### src/rtl/uart_rxb_pkg.sv
package uart_rxb_pkg;
   localparam int FLAG_W      = 8;
   localparam int FLAG_TXE    = 7;
   localparam int FLAG_RXFULL = 6;
   localparam int FLAG_RXEMP  = 4;

   typedef struct packed {
      logic full;
      logic empty;
   } rxb_flag_t;

   function automatic logic [FLAG_W-1:0] pack_flags(rxb_flag_t f);
      logic [FLAG_W-1:0] v;
      v = '0;
      v[FLAG_TXE]    = 1'b1;
      v[FLAG_RXFULL] = f.full;
      v[FLAG_RXEMP]  = f.empty;
      return v;
   endfunction
endpackage

### src/rtl/uart_rxb_store.sv
module uart_rxb_store #(
   parameter int DEPTH     = 16,
   parameter int ENT_W     = 12,
   parameter bit CLR_RESET = 1'b1,
   parameter int AW        = $clog2(DEPTH)
) (
   input  logic             clk,
   input  logic             rst_n,
   input  logic             wr_en,
   input  logic [AW-1:0]    wr_idx,
   input  logic [ENT_W-1:0] wr_data,
   input  logic [AW-1:0]    rd_idx,
   output logic [ENT_W-1:0] rd_data
);
   logic [ENT_W-1:0] slot [DEPTH];

   for (genvar i = 0; i < DEPTH; i++) begin : g_slot
      if (CLR_RESET) begin : g_rst
         always_ff @(posedge clk) begin
            if (!rst_n)
               slot[i] <= '0;
            else if (wr_en && (wr_idx == AW'(i)))
               slot[i] <= wr_data;
         end
      end else begin : g_norst
         always_ff @(posedge clk) begin
            if (wr_en && (wr_idx == AW'(i)))
               slot[i] <= wr_data;
         end
      end
   end

   assign rd_data = slot[rd_idx];
endmodule

### src/rtl/uart_rxb_ctrl.sv
module uart_rxb_ctrl
   import uart_rxb_pkg::*;
#(
   parameter int DEPTH    = 16,
   parameter int MODE_BIT = 4,
   parameter int AW       = $clog2(DEPTH),
   parameter int CW       = AW + 1
) (
   input  logic          clk,
   input  logic          rst_n,
   input  logic          rx_valid,
   input  logic          rd_strobe,
   input  logic          lcr_wr,
   input  logic [7:0]    lcr_wdata,
   output logic          wr_en,
   output logic [AW-1:0] wr_idx,
   output logic [AW-1:0] rd_idx,
   output logic [CW-1:0] count,
   output rxb_flag_t     flag_q,
   output logic          overrun,
   output logic          mode_q
);
   localparam logic [CW-1:0] FULL_CNT = CW'(DEPTH);

   logic [AW-1:0] pos_q, pos_d;
   logic [CW-1:0] cnt_q, cnt_d;
   rxb_flag_t     flag_d;
   logic          ovr_q;
   logic          flip, accept, pop;

   assign flip   = lcr_wr && (lcr_wdata[MODE_BIT] != mode_q);
   assign accept = rx_valid && !flip && (cnt_q != FULL_CNT);
   assign pop    = rd_strobe && !flip && (cnt_q != '0);

   assign wr_en  = accept;
   assign wr_idx = pos_q + cnt_q[AW-1:0];
   assign rd_idx = pos_q;
   assign count  = cnt_q;
   assign overrun = ovr_q;

   always_comb begin
      pos_d  = pos_q;
      cnt_d  = cnt_q;
      flag_d = flag_q;
      if (flip) begin
         pos_d        = '0;
         cnt_d        = '0;
         flag_d.empty = 1'b1;
         flag_d.full  = 1'b0;
      end else begin
         if (pop)
            pos_d = pos_q + AW'(1);
         case ({accept, pop})
            2'b10:   cnt_d = cnt_q + CW'(1);
            2'b01:   cnt_d = cnt_q - CW'(1);
            default: cnt_d = cnt_q;
         endcase
         if (accept && (!mode_q || (cnt_d == FULL_CNT)))
            flag_d.full = 1'b1;
         else if (rd_strobe)
            flag_d.full = 1'b0;
         if (accept)
            flag_d.empty = 1'b0;
         else if (rd_strobe && (cnt_d == '0))
            flag_d.empty = 1'b1;
      end
   end

   always_ff @(posedge clk) begin
      if (!rst_n) begin
         pos_q        <= '0;
         cnt_q        <= '0;
         flag_q.full  <= 1'b0;
         flag_q.empty <= 1'b1;
         ovr_q        <= 1'b0;
         mode_q       <= 1'b0;
      end else begin
         pos_q  <= pos_d;
         cnt_q  <= cnt_d;
         flag_q <= flag_d;
         ovr_q  <= rx_valid && !flip && (cnt_q == FULL_CNT);
         if (lcr_wr)
            mode_q <= lcr_wdata[MODE_BIT];
      end
   end
endmodule

### src/rtl/uart_rx_buffer.sv
module uart_rx_buffer
   import uart_rxb_pkg::*;
#(
   parameter int DEPTH     = 16,
   parameter int DATA_W    = 8,
   parameter int ERR_W     = 4,
   parameter int MODE_BIT  = 4,
   parameter bit CLR_RESET = 1'b1,
   parameter int ENT_W     = DATA_W + ERR_W,
   parameter int CW        = $clog2(DEPTH) + 1
) (
   input  logic             clk,
   input  logic             rst_n,
   input  logic             rx_valid,
   input  logic [ENT_W-1:0] rx_data,
   input  logic             rd_strobe,
   input  logic             lcr_wr,
   input  logic [7:0]       lcr_wdata,
   input  logic             rsr_wr,
   output logic [ENT_W-1:0] rd_data,
   output logic [7:0]       flags,
   output logic [ERR_W-1:0] rx_status,
   output logic [CW-1:0]    count,
   output logic             overrun
);
   localparam int AW = $clog2(DEPTH);

   if ((DEPTH < 2) || ((DEPTH & (DEPTH - 1)) != 0)) begin : g_bad_depth
      $error("uart_rx_buffer: DEPTH must be a power of two of at least 2");
   end
   if ((MODE_BIT < 0) || (MODE_BIT > 7)) begin : g_bad_mode
      $error("uart_rx_buffer: MODE_BIT must address the 8-bit line-control value");
   end
   if ((DATA_W < 5) || (ERR_W < 1)) begin : g_bad_width
      $error("uart_rx_buffer: DATA_W must be at least 5 and ERR_W at least 1");
   end

   logic          wr_en;
   logic [AW-1:0] wr_idx, rd_idx;
   rxb_flag_t     flag_q;
   logic          mode_q;
   logic [ERR_W-1:0] rsr_q;

   uart_rxb_ctrl #(.DEPTH(DEPTH), .MODE_BIT(MODE_BIT), .AW(AW), .CW(CW)) u_ctrl (
      .clk       (clk),
      .rst_n     (rst_n),
      .rx_valid  (rx_valid),
      .rd_strobe (rd_strobe),
      .lcr_wr    (lcr_wr),
      .lcr_wdata (lcr_wdata),
      .wr_en     (wr_en),
      .wr_idx    (wr_idx),
      .rd_idx    (rd_idx),
      .count     (count),
      .flag_q    (flag_q),
      .overrun   (overrun),
      .mode_q    (mode_q)
   );

   uart_rxb_store #(.DEPTH(DEPTH), .ENT_W(ENT_W), .CLR_RESET(CLR_RESET), .AW(AW)) u_store (
      .clk     (clk),
      .rst_n   (rst_n),
      .wr_en   (wr_en),
      .wr_idx  (wr_idx),
      .wr_data (rx_data),
      .rd_idx  (rd_idx),
      .rd_data (rd_data)
   );

   always_ff @(posedge clk) begin
      if (!rst_n)
         rsr_q <= '0;
      else if (rsr_wr)
         rsr_q <= '0;
      else if (rd_strobe)
         rsr_q <= rd_data[ENT_W-1:DATA_W];
   end

   assign rx_status = rsr_q;
   assign flags     = pack_flags(flag_q);
endmodule

### config.mk
export PLATFORM = sky130hd
export DESIGN_NAME = uart_rx_buffer
export DESIGN_NICKNAME = d
export VERILOG_FILES = /design/src/rtl/uart_rxb_pkg.sv /design/src/rtl/uart_rxb_store.sv /design/src/rtl/uart_rxb_ctrl.sv /design/src/rtl/uart_rx_buffer.sv
export SDC_FILE = /design/constraint.sdc
export NUM_CORES = 1
export LEC_CHECK = 0
export ABC_AREA = 1
export BUFFER_PORTS_ARGS = -buffer_cell sky130_fd_sc_hd__buf_2
export CORE_ASPECT_RATIO = 1.75
export CORE_UTILIZATION = 25
export DETAILED_ROUTE_END_ITERATION = 8
export GPL_ROUTABILITY_DRIVEN = 0
export PLACE_DENSITY_LB_ADDON = 0.12
export REMOVE_ABC_BUFFERS = 1
export SYNTH_ARGS = -nofsm -noshare
export SYNTH_HDL_FRONTEND = slang
export SYNTH_SLANG_ARGS = --single-unit
### constraint.sdc
create_clock -name clk -period 9.3 [get_ports clk]
set_clock_uncertainty 0.2 [all_clocks]
set_input_delay 0.93 -clock clk [delete_from_list [all_inputs] [get_ports clk]]
set_output_delay 0.93 -clock clk [all_outputs]
set_load 0.01 [all_outputs]
==> summary.txt, run 1 <==
Run status
  – Result of the run: finished clean

Drt
  – DRC Markers: 0
  – Vias: 6739
  – Routed length per instance: 20.67 um
  – 1st-pass router iterations: 4
  – Number of nets with antenna violations after detailed routing: 0
  – Via density: 4.553
  – Drt initial violations: 447
  – Total wire length after detailed routing: 30590 um

GRT
  – Remaining global-route overflow: 0
  – Global-route wire length before repair: 44790 um
  – Vias in the first global route: 6772
  – Overall fraction of global-route tracks in use: 15.08%
  – Number of antenna violations at the first check in global routing: 0
  – Pin count of the biggest net entering global routing: 65

Clock tree
  – Clock Path Buffers: 3
  – Master cell of the clock root buffer: sky130_fd_sc_hd__clkbuf_16
  – Clock transition at the registers of the reported paths: 0.06 ns
  – Htree depth: 1
  – Clock insertion delay at the later pin of the skew report: 0.52 ns
  – Buffers inserted by post-CTS timing repair: 0
  – Post-CTS resize count: 0
  – Number of buffers added by the clock tree synthesis step: 22
  – Clock tree from TritonCTS: built
  – # clock sinks: 213
  – Cts-stage hold buffer count: 0

Yosys
  – Seq/Total Area, Yosys: 60.74%
  – Syn Area/Cell: 10.71 sq um
  – Dominant register cell in the synthesized netlist: sky130_fd_sc_hd__edfxtp_1
  – Seq cells post-synth: 213
  – Post-synth EDFFs: 192
  – Cells after synthesis: 951
  – Number of warnings issued by yosys: 0
  – Count of different cell masters after synthesis: 37
  – Mapped cell area: 0.01018 sq mm
  – Fraction of registers with async set/reset: 0%

Die
  – Core Rows: 97
  – Standard cell core area: 0.04005 sq mm
  – Initial core utilization: 25.43%
  – Die height: 269.0 um
  – Die Footprint: 0.04158 sq mm
  – Floorplan die width: 154.6 um
  – I/O Pins: 56

Power
  – P per Cell Area: 204.6 mW/mm^2
  – P_leak: 4.258 nW
  – IR Drop Worst-Case VDD: 0.0001288 V

Timing
  – Setup Viol. Count Final: 0
  – Hold violation count in the final report: 0
  – Final setup slack of the worst path: 4.555 ns
  – Worst hold slack: 0.2676 ns
  – Period utilisation layout: 51.02%
  – Total Negative Setup Slacks: 0 ns
  – Fmax: 0.2107 GHz
  – Post-layout min period: 4.745 ns
  – Max-Slew Margin vs Limit: 40.48%
  – Unrepaired setup endpoints after global routing: no
  – Slew at the pin closest to its max-slew limit: 0.8919 ns
  – Final Slew Violations: 0

Worst setup path
  – Signal arrival time at the worst endpoint: 3.62 ns
  – Class of the most critical setup path: flop to output port
  – Crit path capture type: output port
  – Worst path bufs/invs: 3
  – Cells traversed along the worst timing path: buf_4 -> buf_4 -> mux2i_1 -> o211ai_1 -> nand3_1 -> nand2_1 -> buf_2
  – Maximum fanout encountered on the critical timing path: 64
  – Worst path most repeated cell: sky130_fd_sc_hd__buf_4
  – Internal reg-to-reg setup slack: 5.95 ns
  – Maximum cell stage delay along the critical path: 0.74 ns
  – Library cell contributing the largest single delay on the critical path: sky130_fd_sc_hd__buf_4
  – Category of the worst setup path launch point: flop
  – Data required, critical path: 8.17 ns
  – Critical path's top delay family: buffers and inverters

Layout
  – Count of nets after finishing: 1005
  – Synth-to-layout area growth: 12.53%
  – Cell Count, Final, Fillers Out: 1480
  – Area taken by multi-input logic gates: 0.003251 sq mm
  – Share of the core filled with cells: 28.61%
  – Number of diodes added for antenna fixing: 0
  – Fraction of final layout cells with drive strength greater than 1: 15.94%
  – Most common cell after layout, fill and taps aside: sky130_fd_sc_hd__edfxtp_1
  – Commonest cells after routing, fill and taps aside: 192 x sky130_fd_sc_hd__edfxtp_1, 181 x sky130_fd_sc_hd__nor2_1, 95 x sky130_fd_sc_hd__inv_1, 66 x sky130_fd_sc_hd__o21ai_0, 57 x sky130_fd_sc_hd__a21oi_1
  – Fillcell total: 4227
  – Reg area: 0.006191 sq mm

Placement
  – Port Buffer Count: 42
  – Post-Place Worst Slack: 4.995 ns
  – Final HPWL from detailed placement: 19480 um
  – Total instance count after detailed placement: 1442

Flow run
  – Count of max-cap constraint violations: 0

Min path
  – Hold WC Path Type: flop to flop
  – Startpoint of the lowest-slack hold path: u_ctrl.flag_q[1]
stage by stage:
stage / power [mW] / instance area [sq um]
2_1_floorplan: 1.373 / 9801
3_3_place_gp: 1.519 / 10790
3_5_place_dp: 1.521 / 10790
4_1_cts: 2.385 / 11460
5_1_grt: 2.448 / 11460
6_report: 2.344 / 11460
cells by family (layout without fill, tap and decap cells):
| group | Yosys count | after routing | synth area share (%) |
|---|---|---|---|
| muxes | 49 | 49 | 4.816 |
| AOI/OAI and AO/OA | 188 | 188 | 10.44 |
| and+or+nand+nor | 319 | 319 | 14.96 |
| other | 2 | 6 | 0.07375 |
| adders and majority gates | 8 | 8 | 1.057 |
| xor gates and xnor gates | 4 | 4 | 0.4178 |
| buffers and inverters | 168 | 198 | 7.482 |
| DFF | 213 | 213 | 60.74 |
layout make-up:
cell class                 instances  share of cell area, %
clock inverter                    10                 0.6333
clock buffer                      28                  5.186
timing repair buffer              63                  3.210
inverter                          97                  3.177
multi-input combinational        574                  28.37
sequential                       213                  54.02
tap                              495                  5.405
worst paths after layout:
kind	endpoint	depth (start not counted)
max reg2reg	rx_status[0]	8
min	u_ctrl.flag_q[1]	2
min reg2reg	u_ctrl.flag_q[1]	2
max	rd_data[8]	7
cell usage after synthesis, types with 3 or more instances:
master | n | share of area, %
sky130_fd_sc_hd__inv_1 | 95 | 3.5
sky130_fd_sc_hd__nand3_1 | 25 | 1.2
sky130_fd_sc_hd__nand4_1 | 4 | 0.25
sky130_fd_sc_hd__nor2_4 | 4 | 0.44
sky130_fd_sc_hd__buf_2 | 18 | 0.88
sky130_fd_sc_hd__o211ai_1 | 48 | 3.5
sky130_fd_sc_hd__ha_1 | 7 | 0.86
sky130_fd_sc_hd__nor2_2 | 33 | 2.0
sky130_fd_sc_hd__nor3_4 | 4 | 0.64
sky130_fd_sc_hd__buf_1 | 3 | 0.11
sky130_fd_sc_hd__o21ai_0 | 82 | 4.0
sky130_fd_sc_hd__dfxtp_1 | 21 | 4.1
sky130_fd_sc_hd__nor2_1 | 181 | 6.7
sky130_fd_sc_hd__a21oi_1 | 57 | 2.8
sky130_fd_sc_hd__nand3_2 | 16 | 1.6
sky130_fd_sc_hd__clkbuf_1 | 30 | 1.1
sky130_fd_sc_hd__buf_4 | 10 | 0.74
sky130_fd_sc_hd__edfxtp_1 | 192 | 57
sky130_fd_sc_hd__buf_6 | 8 | 0.88
sky130_fd_sc_hd__mux2i_1 | 49 | 4.8
sky130_fd_sc_hd__nand2_1 | 44 | 1.6
tightest hold or removal path, cell delays in order, from the launching register on:
cell and delay, ns:
sky130_fd_sc_hd__dfxtp_1 0.30, sky130_fd_sc_hd__nand2_1 0.06, sky130_fd_sc_hd__a21oi_1 0.06
report_power, final:
part | switching, mW | internal, mW
registers | 0.0262 | 1.10
logic | 0.253 | 0.112
clock network | 0.378 | 0.478
total | 0.657 | 1.69
state kept, by name (all words and copies together), names as in the netlist, named ones only:
signal and cells:
u_ctrl.count 5, u_ctrl.overrun 1, u_ctrl.flag_q 2, u_store.slot 192, rx_status 4, u_ctrl.rd_idx 4
u_ctrl.mode_q 1
layer usage:
metal	routed length, um	track usage [%]
met5	0	0
met4	633	4.576
met3	889	1.495
met2	17490	30.61
met1	11570	16.05
Note: power is estimated with default switching activity, not from simulation.
==> run 2, diff against run 1 <==
- clock period: 9.3 -> 4.3 ns (I/O delays scaled with it)
==> run 2 against run 1 <==
  * Die area unchanged
  * Cell area grew 0.38%
  * Combinational power rose by 120%
  * Final cell count is 0.34% higher
  * Via count fell by 0.55%
  * Sequential share of layout area is 0.21 points lower
  * Clock power rose by 110%
  * Hold slack worse by 0.24 ns
  * Critical path type unchanged
  * Critical endpoint unchanged
  * Highest routed layer unchanged
==> summary.txt, run 2 (synthesized netlist as in run 1, its figures left out) <==
Run status
  – Result of the run: finished clean (unchanged)

Die
  – Core Rows: 97 (unchanged)
  – Die height: 269.0 um (unchanged)
  – Die Footprint: 0.04158 sq mm (unchanged)
  – I/O Pins: 56 (unchanged)
  – Standard cell core area: 0.04005 sq mm (unchanged)
  – Initial core utilization: 25.43% (unchanged)
  – Floorplan die width: 154.6 um (unchanged)

Drt
  – Vias: 6702 (was 6739)
  – Via density: 4.513 (was 4.553)
  – Total wire length after detailed routing: 30740 um (was 30590 um)
  – Number of nets with antenna violations after detailed routing: 0 (unchanged)
  – Routed length per instance: 20.70 um (was 20.67 um)
  – DRC Markers: 0 (unchanged)
  – 1st-pass router iterations: 4 (unchanged)
  – Drt initial violations: 365 (was 447)

Worst setup path
  – Reg-to-Reg Start: u_ctrl.count[1]
  – Internal reg-to-reg setup slack: 1.12 ns (was 5.95 ns)
  – Critical path capture point: rd_data[8] (unchanged)
  – Class of the most critical setup path: flop to output port (unchanged)
  – Register-to-Register Path Depth: 18 (was 8)
  – Maximum fanout encountered on the critical timing path: 77 (was 64)
  – Signal arrival time at the worst endpoint: 2.65 ns (was 3.62 ns)
  – Category of the worst setup path launch point: flop (unchanged)
  – Crit path capture type: output port (unchanged)
  – Data required, critical path: 3.67 ns (was 8.17 ns)
  – End of the worst register-to-register path: u_ctrl.flag_q[0] (was rx_status[0])

Layout
  – Most flop-heavy register: u_store.slot (unchanged)
  – Count of nets after finishing: 1010 (was 1005)
  – Most common cell after layout, fill and taps aside: sky130_fd_sc_hd__edfxtp_1 (unchanged)
  – Number of diodes added for antenna fixing: 0 (unchanged)
  – Cell Count, Final, Fillers Out: 1485 (was 1480)
  – Fillcell total: 4189 (was 4227)
  – Synth-to-layout area growth: 12.96% (was 12.53%)
  – Area taken by multi-input logic gates: 0.003251 sq mm (unchanged)
  – Max FFs per register: 192 (unchanged)
  – Fraction of final layout cells with drive strength greater than 1: 16.26% (was 15.94%)
  – Commonest cells after routing, fill and taps aside: 192 x sky130_fd_sc_hd__edfxtp_1, 181 x sky130_fd_sc_hd__nor2_1, 95 x sky130_fd_sc_hd__inv_1, 66 x sky130_fd_sc_hd__o21ai_0, 57 x sky130_fd_sc_hd__a21oi_1 (unchanged)
  – Reg area: 0.006191 sq mm (unchanged)
  – Share of the core filled with cells: 28.72% (was 28.61%)

Timing
  – Hold violation count in the final report: 0 (unchanged)
  – Unrepaired setup endpoints after global routing: no (unchanged)
  – Final setup slack of the worst path: 1.023 ns (was 4.555 ns)
  – Setup Viol. Count Final: 0 (unchanged)
  – Fmax: 0.3052 GHz
  – Period utilisation layout: 76.21%
  – Final Slew Violations: 0 (unchanged)
  – Max-Slew Margin vs Limit: 37.86% (was 40.48%)
  – Slew at the pin closest to its max-slew limit: 0.9311 ns (was 0.8919 ns)
  – Post-layout min period: 3.277 ns

Power
  – P per Cell Area: 436.1 mW/mm^2 (was 204.6 mW/mm^2)
  – IR Drop Worst-Case VDD: 0.0002249 V (was 0.0001288 V)
  – P_leak: 4.279 nW (was 4.258 nW)

Clock tree
  – Clock transition at the registers of the reported paths: 0.06 ns (about the same)
  – Clock insertion delay at the later pin of the skew report: 0.51 ns (was 0.52 ns)
  – # clock sinks: 213 (unchanged)
  – Buffers inserted by post-CTS timing repair: 0 (unchanged)
  – Cts-stage hold buffer count: 2 (was 0)
  – Post-CTS resize count: 0 (unchanged)
  – Number of buffers added by the clock tree synthesis step: 22 (unchanged)
  – Master cell of the clock root buffer: sky130_fd_sc_hd__clkbuf_16 (unchanged)
  – Htree depth: 1 (unchanged)
  – Clock tree from TritonCTS: built (unchanged)
  – Clock Path Buffers: 3 (unchanged)

GRT
  – Remaining global-route overflow: 0 (unchanged)
  – Vias in the first global route: 6866 (was 6772)
  – Overall fraction of global-route tracks in use: 15.18% (was 15.08%)
  – Number of antenna violations at the first check in global routing: 0 (unchanged)
  – Global-route wire length before repair: 45170 um (was 44790 um)
  – Pin count of the biggest net entering global routing: 78 (was 65)

Placement
  – Post-Place Worst Slack: 1.101 ns (was 4.995 ns)
  – Total instance count after detailed placement: 1445 (was 1442)
  – Port Buffer Count: 42 (unchanged)
  – Final HPWL from detailed placement: 19800 um (was 19480 um)

Min path
  – Hold WC Path Type: input pin to flop (was flop to flop)
  – Number of cells traversed by the worst hold path: 3 (was 2)

Flow run
  – Count of max-cap constraint violations: 0 (unchanged)
run 2: how the worst min path moves through the flow:
stage                                 from                to  slack [ns]
after detailed placement  u_ctrl.flag_q[1]  u_ctrl.flag_q[1]        0.26
after CTS                         rx_valid    u_ctrl.overrun        0.01
after global routing              rx_valid    u_ctrl.overrun        0.04
after floorplan           u_ctrl.rd_idx[3]              flop        0.26
final                             rx_valid    u_ctrl.overrun        0.03
after global placement    u_ctrl.flag_q[1]  u_ctrl.flag_q[1]        0.26
run 2: critical path, cell delays in order, from the launching register on:
cell and delay, ns:
sky130_fd_sc_hd__dfxtp_4 0.62, sky130_fd_sc_hd__buf_12 0.42, sky130_fd_sc_hd__mux2i_1 0.19, sky130_fd_sc_hd__o211ai_1 0.34, sky130_fd_sc_hd__nand3_1 0.20, sky130_fd_sc_hd__nand2_1 0.17
sky130_fd_sc_hd__buf_2 0.15
run 2: cell type report:
type,instances,area share (%)
clock buffer,29,5.199
clock inverter,9,0.3916
inverter,97,3.165
multi-input combinational,574,28.26
sequential,213,53.82
tap,495,5.384
timing repair buffer,68,3.785
run 2: stage by stage:
step	hold WS, ns	setup TNS (ns)	power (mW)	instance area, sq um
6_report	0.03180	0	5.017	11500
5_1_grt	0.03585	0	5.239	11500
2_1_floorplan	0.2624	-2.612	2.969	9801
3_5_place_dp	0.2608	0	3.299	10840
4_1_cts	0.01214	0	5.104	11500
3_3_place_gp	0.2589	0	3.292	10840
run 2: per-layer routing:
layer | routed length (um) | share of wire [%] | up-vias | track usage [%]
li1 | - | - | 3299 | -
met1 | 11540 | 38 | 3236 | 16.06
met2 | 17220 | 56 | 123 | 30.00
met3 | 775 | 2.5 | 44 | 1.318
met4 | 1208 | 3.9 | 0 | 6.931
met5 | 0 | 0 | - | 0
run 2: power breakdown:
part / switching, mW / internal (mW) / total, mW / leakage [nW]
Clock: 0.811 / 0.977 / 1.79 / 0.317
Combinational: 0.547 / 0.250 / 0.797 / 1.80
Sequential: 0.0583 / 2.37 / 2.43 / 2.16
Total: 1.42 / 3.60 / 5.02 / 4.28
==> run 3, diff against run 2 <==
- ABC_AREA: 1 -> 0
- clock period: 4.3 -> 2.9 ns (I/O delays scaled with it)
==> run 3 against run 2 <==
  * Die area fell by 4.7%
  * Highest routed layer unchanged
  * Synthesized area fell by 4.7%
  * First-iteration DRC count rose by 23%
  * Critical endpoint unchanged
  * Non-clock buffer count rose by 72
  * Largest power group unchanged
  * Critical path type unchanged
  * Clock power rose by 59%
==> summary.txt, run 3 <==
Min path
  – Startpoint of the lowest-slack hold path: rx_data[11] (was rx_valid)
  – Hold WC Path Type: input pin to flop (unchanged)

Timing
  – Hold violation count in the final report: 0 (unchanged)
  – Unrepaired setup endpoints after global routing: yes (was no)
  – Max-Slew Margin vs Limit: 48.91% (was 37.86%)
  – Slew at the pin closest to its max-slew limit: 0.7653 ns (was 0.9311 ns)
  – Setup Viol. Count Final: 0 (unchanged)
  – Fmax: 0.3449 GHz
  – Final Slew Violations: 0 (unchanged)
  – Post-layout min period: 2.899 ns
  – Period utilisation layout: 99.97%

Die
  – Initial core utilization: 25.35% (was 25.43%)
  – Core Rows: 95 (was 97)
  – Standard cell core area: 0.03827 sq mm (was 0.04005 sq mm)
  – Die Footprint: 0.03963 sq mm (was 0.04158 sq mm)
  – Die height: 262.6 um (was 269.0 um)
  – Floorplan die width: 150.9 um (was 154.6 um)
  – I/O Pins: 56 (unchanged)

Clock tree
  – Master cell of the clock root buffer: sky130_fd_sc_hd__clkbuf_16 (unchanged)
  – Clock insertion delay at the later pin of the skew report: 0.52 ns (was 0.51 ns)
  – Number of buffers added by the clock tree synthesis step: 23 (was 22)
  – Clock tree from TritonCTS: built (unchanged)
  – Clock Path Buffers: 3 (unchanged)
  – # clock sinks: 213 (unchanged)
  – Clock transition at the registers of the reported paths: 0.06 ns (about the same)
  – Htree depth: 1 (unchanged)

Drt
  – Drt initial violations: 450 (was 365)
  – Via density: 4.721 (was 4.513)
  – Routed length per instance: 23.85 um (was 20.70 um)
  – Total wire length after detailed routing: 31120 um (was 30740 um)
  – Vias: 6161 (was 6702)
  – 1st-pass router iterations: 5 (was 4)
  – DRC Markers: 0 (unchanged)
  – Number of nets with antenna violations after detailed routing: 0 (unchanged)

Yosys
  – Cells after synthesis: 688 (was 951)
  – Seq cells post-synth: 213 (unchanged)
  – Cell taking the most area after synthesis: sky130_fd_sc_hd__edfxtp_1 (unchanged)
  – Most repeated cell in the gate-level netlist after synthesis: sky130_fd_sc_hd__edfxtp_1 (unchanged)
  – Post-synth EDFFs: 192 (unchanged)
  – Top cells by count, synth: 192 x sky130_fd_sc_hd__edfxtp_1, 167 x sky130_fd_sc_hd__nor2_1, 60 x sky130_fd_sc_hd__mux4_2 (was 192 x sky130_fd_sc_hd__edfxtp_1, 181 x sky130_fd_sc_hd__nor2_1, 95 x sky130_fd_sc_hd__inv_1)
  – Top post-synthesis cells by area: sky130_fd_sc_hd__edfxtp_1 59%, sky130_fd_sc_hd__mux4_2 14%, sky130_fd_sc_hd__nor2_1 6.5% (was sky130_fd_sc_hd__edfxtp_1 57%, sky130_fd_sc_hd__nor2_1 6.7%, sky130_fd_sc_hd__mux2i_1 4.8%)
  – Post-synth top area share: 59.43% (was 56.62%)
  – Number of warnings issued by yosys: 0 (unchanged)
  – Syn Area/Cell: 14.10 sq um (was 10.71 sq um)
  – Mapped cell area: 0.009702 sq mm (was 0.01018 sq mm)
  – Fraction of registers with async set/reset: 0% (unchanged)
  – Dominant register cell in the synthesized netlist: sky130_fd_sc_hd__edfxtp_1 (unchanged)
  – Count of different cell masters after synthesis: 43 (was 37)
  – Seq/Total Area, Yosys: 63.76% (was 60.74%)

GRT
  – Overall fraction of global-route tracks in use: 16.07% (was 15.18%)
  – Number of antenna violations at the first check in global routing: 0 (unchanged)
  – Global-route wire length before repair: 44980 um (was 45170 um)
  – Vias in the first global route: 6705 (was 6866)
  – Remaining global-route overflow: 0 (unchanged)
  – Pin count of the biggest net entering global routing: 49 (was 78)

Flow run
  – Count of max-cap constraint violations: 0 (unchanged)

Layout
  – Cell Count, Final, Fillers Out: 1305 (was 1485)
  – Most flop-heavy register: u_store.slot (unchanged)
  – Count of nets after finishing: 838 (was 1010)
  – Synth-to-layout area growth: 24.70% (was 12.96%)
  – Number of diodes added for antenna fixing: 0 (unchanged)
  – Fraction of final layout cells with drive strength greater than 1: 30.98% (was 16.26%)
  – Share of the core filled with cells: 31.61% (was 28.72%)
  – Commonest cells after routing, fill and taps aside: 192 x sky130_fd_sc_hd__edfxtp_1, 167 x sky130_fd_sc_hd__nor2_1, 67 x sky130_fd_sc_hd__buf_4, 60 x sky130_fd_sc_hd__mux4_2, 50 x sky130_fd_sc_hd__nand2_1 (was 192 x sky130_fd_sc_hd__edfxtp_1, 181 x sky130_fd_sc_hd__nor2_1, 95 x sky130_fd_sc_hd__inv_1, 66 x sky130_fd_sc_hd__o21ai_0, 57 x sky130_fd_sc_hd__a21oi_1)
  – Max FFs per register: 192 (unchanged)
  – Most common cell after layout, fill and taps aside: sky130_fd_sc_hd__edfxtp_1 (unchanged)

Placement
  – Final HPWL from detailed placement: 20660 um (was 19800 um)
  – Port Buffer Count: 42 (unchanged)
  – Total instance count after detailed placement: 1239 (was 1445)

Worst setup path
  – Reg-to-Reg Start: u_ctrl.count[1] (unchanged)
  – Signal arrival time at the worst endpoint: 2.41 ns (was 2.65 ns)
  – Category of the worst setup path launch point: flop (unchanged)
  – Crit path capture type: output port (unchanged)
  – Class of the most critical setup path: flop to output port (unchanged)
  – Data required, critical path: 2.41 ns (was 3.67 ns)
  – Maximum fanout encountered on the critical timing path: 8 (was 77)

Power
  – P_leak: 4.401 nW (was 4.279 nW)
  – Share of total power in sequential cells: 47.0% (was 48.5%)
  – P per Cell Area: 623.1 mW/mm^2 (was 436.1 mW/mm^2)
  – Cell-internal power: 5.612 mW (was 3.601 mW)
  – IR Drop Worst-Case VDD: 0.0004438 V (was 0.0002249 V)
  – Share of total power in the clock network: 37.7% (was 35.6%)
  – Switching share of power: 25.56% (was 28.23%)
  – Net switching power of the design: 1.926 mW (was 1.417 mW)
  – Combinational share of power: 15.3% (was 15.9%)

Run status
  – Result of the run: finished clean (unchanged)
==> run 3: cell types whose count changed in the layout (fill, tap and decap cells not counted), moves of 21 or more <==
cell                       before  now
sky130_fd_sc_hd__o21ai_0       66    0
sky130_fd_sc_hd__buf_4         22   67
sky130_fd_sc_hd__a21oi_1       57    2
sky130_fd_sc_hd__nand3_1       25    4
sky130_fd_sc_hd__mux2i_1       49    8
sky130_fd_sc_hd__nor2_2        33    0
sky130_fd_sc_hd__inv_1         95    6
sky130_fd_sc_hd__o211ai_1      48    1
sky130_fd_sc_hd__mux4_2         0   60
sky130_fd_sc_hd__and3_1         1   48
==> run 3: kinds of logic after synthesis <==
family,after synthesis,synth area share [%]
muxes,68,14.75
buffers and inverters,59,3.082
AOI/OAI and AO/OA,34,2.334
DFF,213,63.76
other,2,0.07741
xor gates and xnor gates,15,1.509
adders and majority gates,8,1.109
and+or+nand+nor,289,13.37
==> run 3: final cells by class <==
| cell class | instances | area, sq um |
|---|---|---|
| Clock buffer | 31 | 625.6 |
| Timing Repair Buffer | 140 | 1247 |
| Fill cell | 3844 | 26180 |
| Clock inverter | 10 | 82.58 |
| Tap cell | 485 | 606.8 |
| Sequential cell | 213 | 6191 |
| Inverter | 6 | 22.52 |
| Multi-Input combinational cell | 420 | 3322 |
==> run 3: power by group through the flow <==
stage | sequential, mW | clock [mW] | combinational (mW)
after CTS | 3.55 | 2.93 | 1.12
after global placement | 3.60 | 0 | 1.05
final | 3.54 | 2.84 | 1.15
after global routing | 3.56 | 3.02 | 1.23
after floorplan | 3.64 | 0 | 0.500
after detailed placement | 3.61 | 0 | 1.06
==> run 3: worst max-delay path, stage by stage (launching register included) <==
cell                        delay, ns
sky130_fd_sc_hd__dfxtp_4         0.40
sky130_fd_sc_hd__buf_12          0.14
sky130_fd_sc_hd__clkbuf_16       0.19
sky130_fd_sc_hd__mux4_2          0.50
sky130_fd_sc_hd__mux4_2          0.51
sky130_fd_sc_hd__buf_6           0.15
==> run 3: what timing repair did <==
item / in CTS / in global routing
setup endpoints to repair: 9 / 44
gates resized for setup: 5 / 13
endpoints found under the hold margin: 43 / 0
pin swaps: 0 / 5
gates cloned: 1 / 1
hold buffers: 15 / 0
buffers inserted: 2 / 6
==> run 3: layer usage <==
layer	vias to the layer above	part of all wire, %	wire length (um)	GRT usage [%]
li1	2777	-	-	-
met1	3164	39	12100	19.33
met4	0	3.3	1014	5.784
met5	-	0	0	0
met2	161	54	16780	28.96
met3	59	3.9	1227	1.806
==> run 3: path summary, 6_finish.rpt <==
check / end / slack [ns] / cells past startpoint
worst max-delay path: rd_data[8] / 0.0007 / 5
worst min-delay path: u_store.slot[8][11] / 0.02 / 2
worst max register to register: u_ctrl.flag_q[1] / 0.12 / 11
worst min register to register: rx_status[3] / 0.29 / 2
==> run 3: metrics by stage <==
step / hold WS [ns] / instance area [sq um] / setup TNS, ns / power [mW] / worst slack, ns
global placement: 0.2602 / 11010 / 0 / 4.654 / 0.08647
global route: 0.02136 / 12100 / -0.4548 / 7.809 / -0.07460
finish: 0.02081 / 12100 / 0 / 7.538 / 0.0007379
detailed placement: 0.2714 / 11010 / 0 / 4.670 / 0.03971
CTS: 0.002724 / 11960 / -0.3988 / 7.600 / -0.06235
floorplan: 0.1824 / 9440 / -55.15 / 4.143 / -0.8540
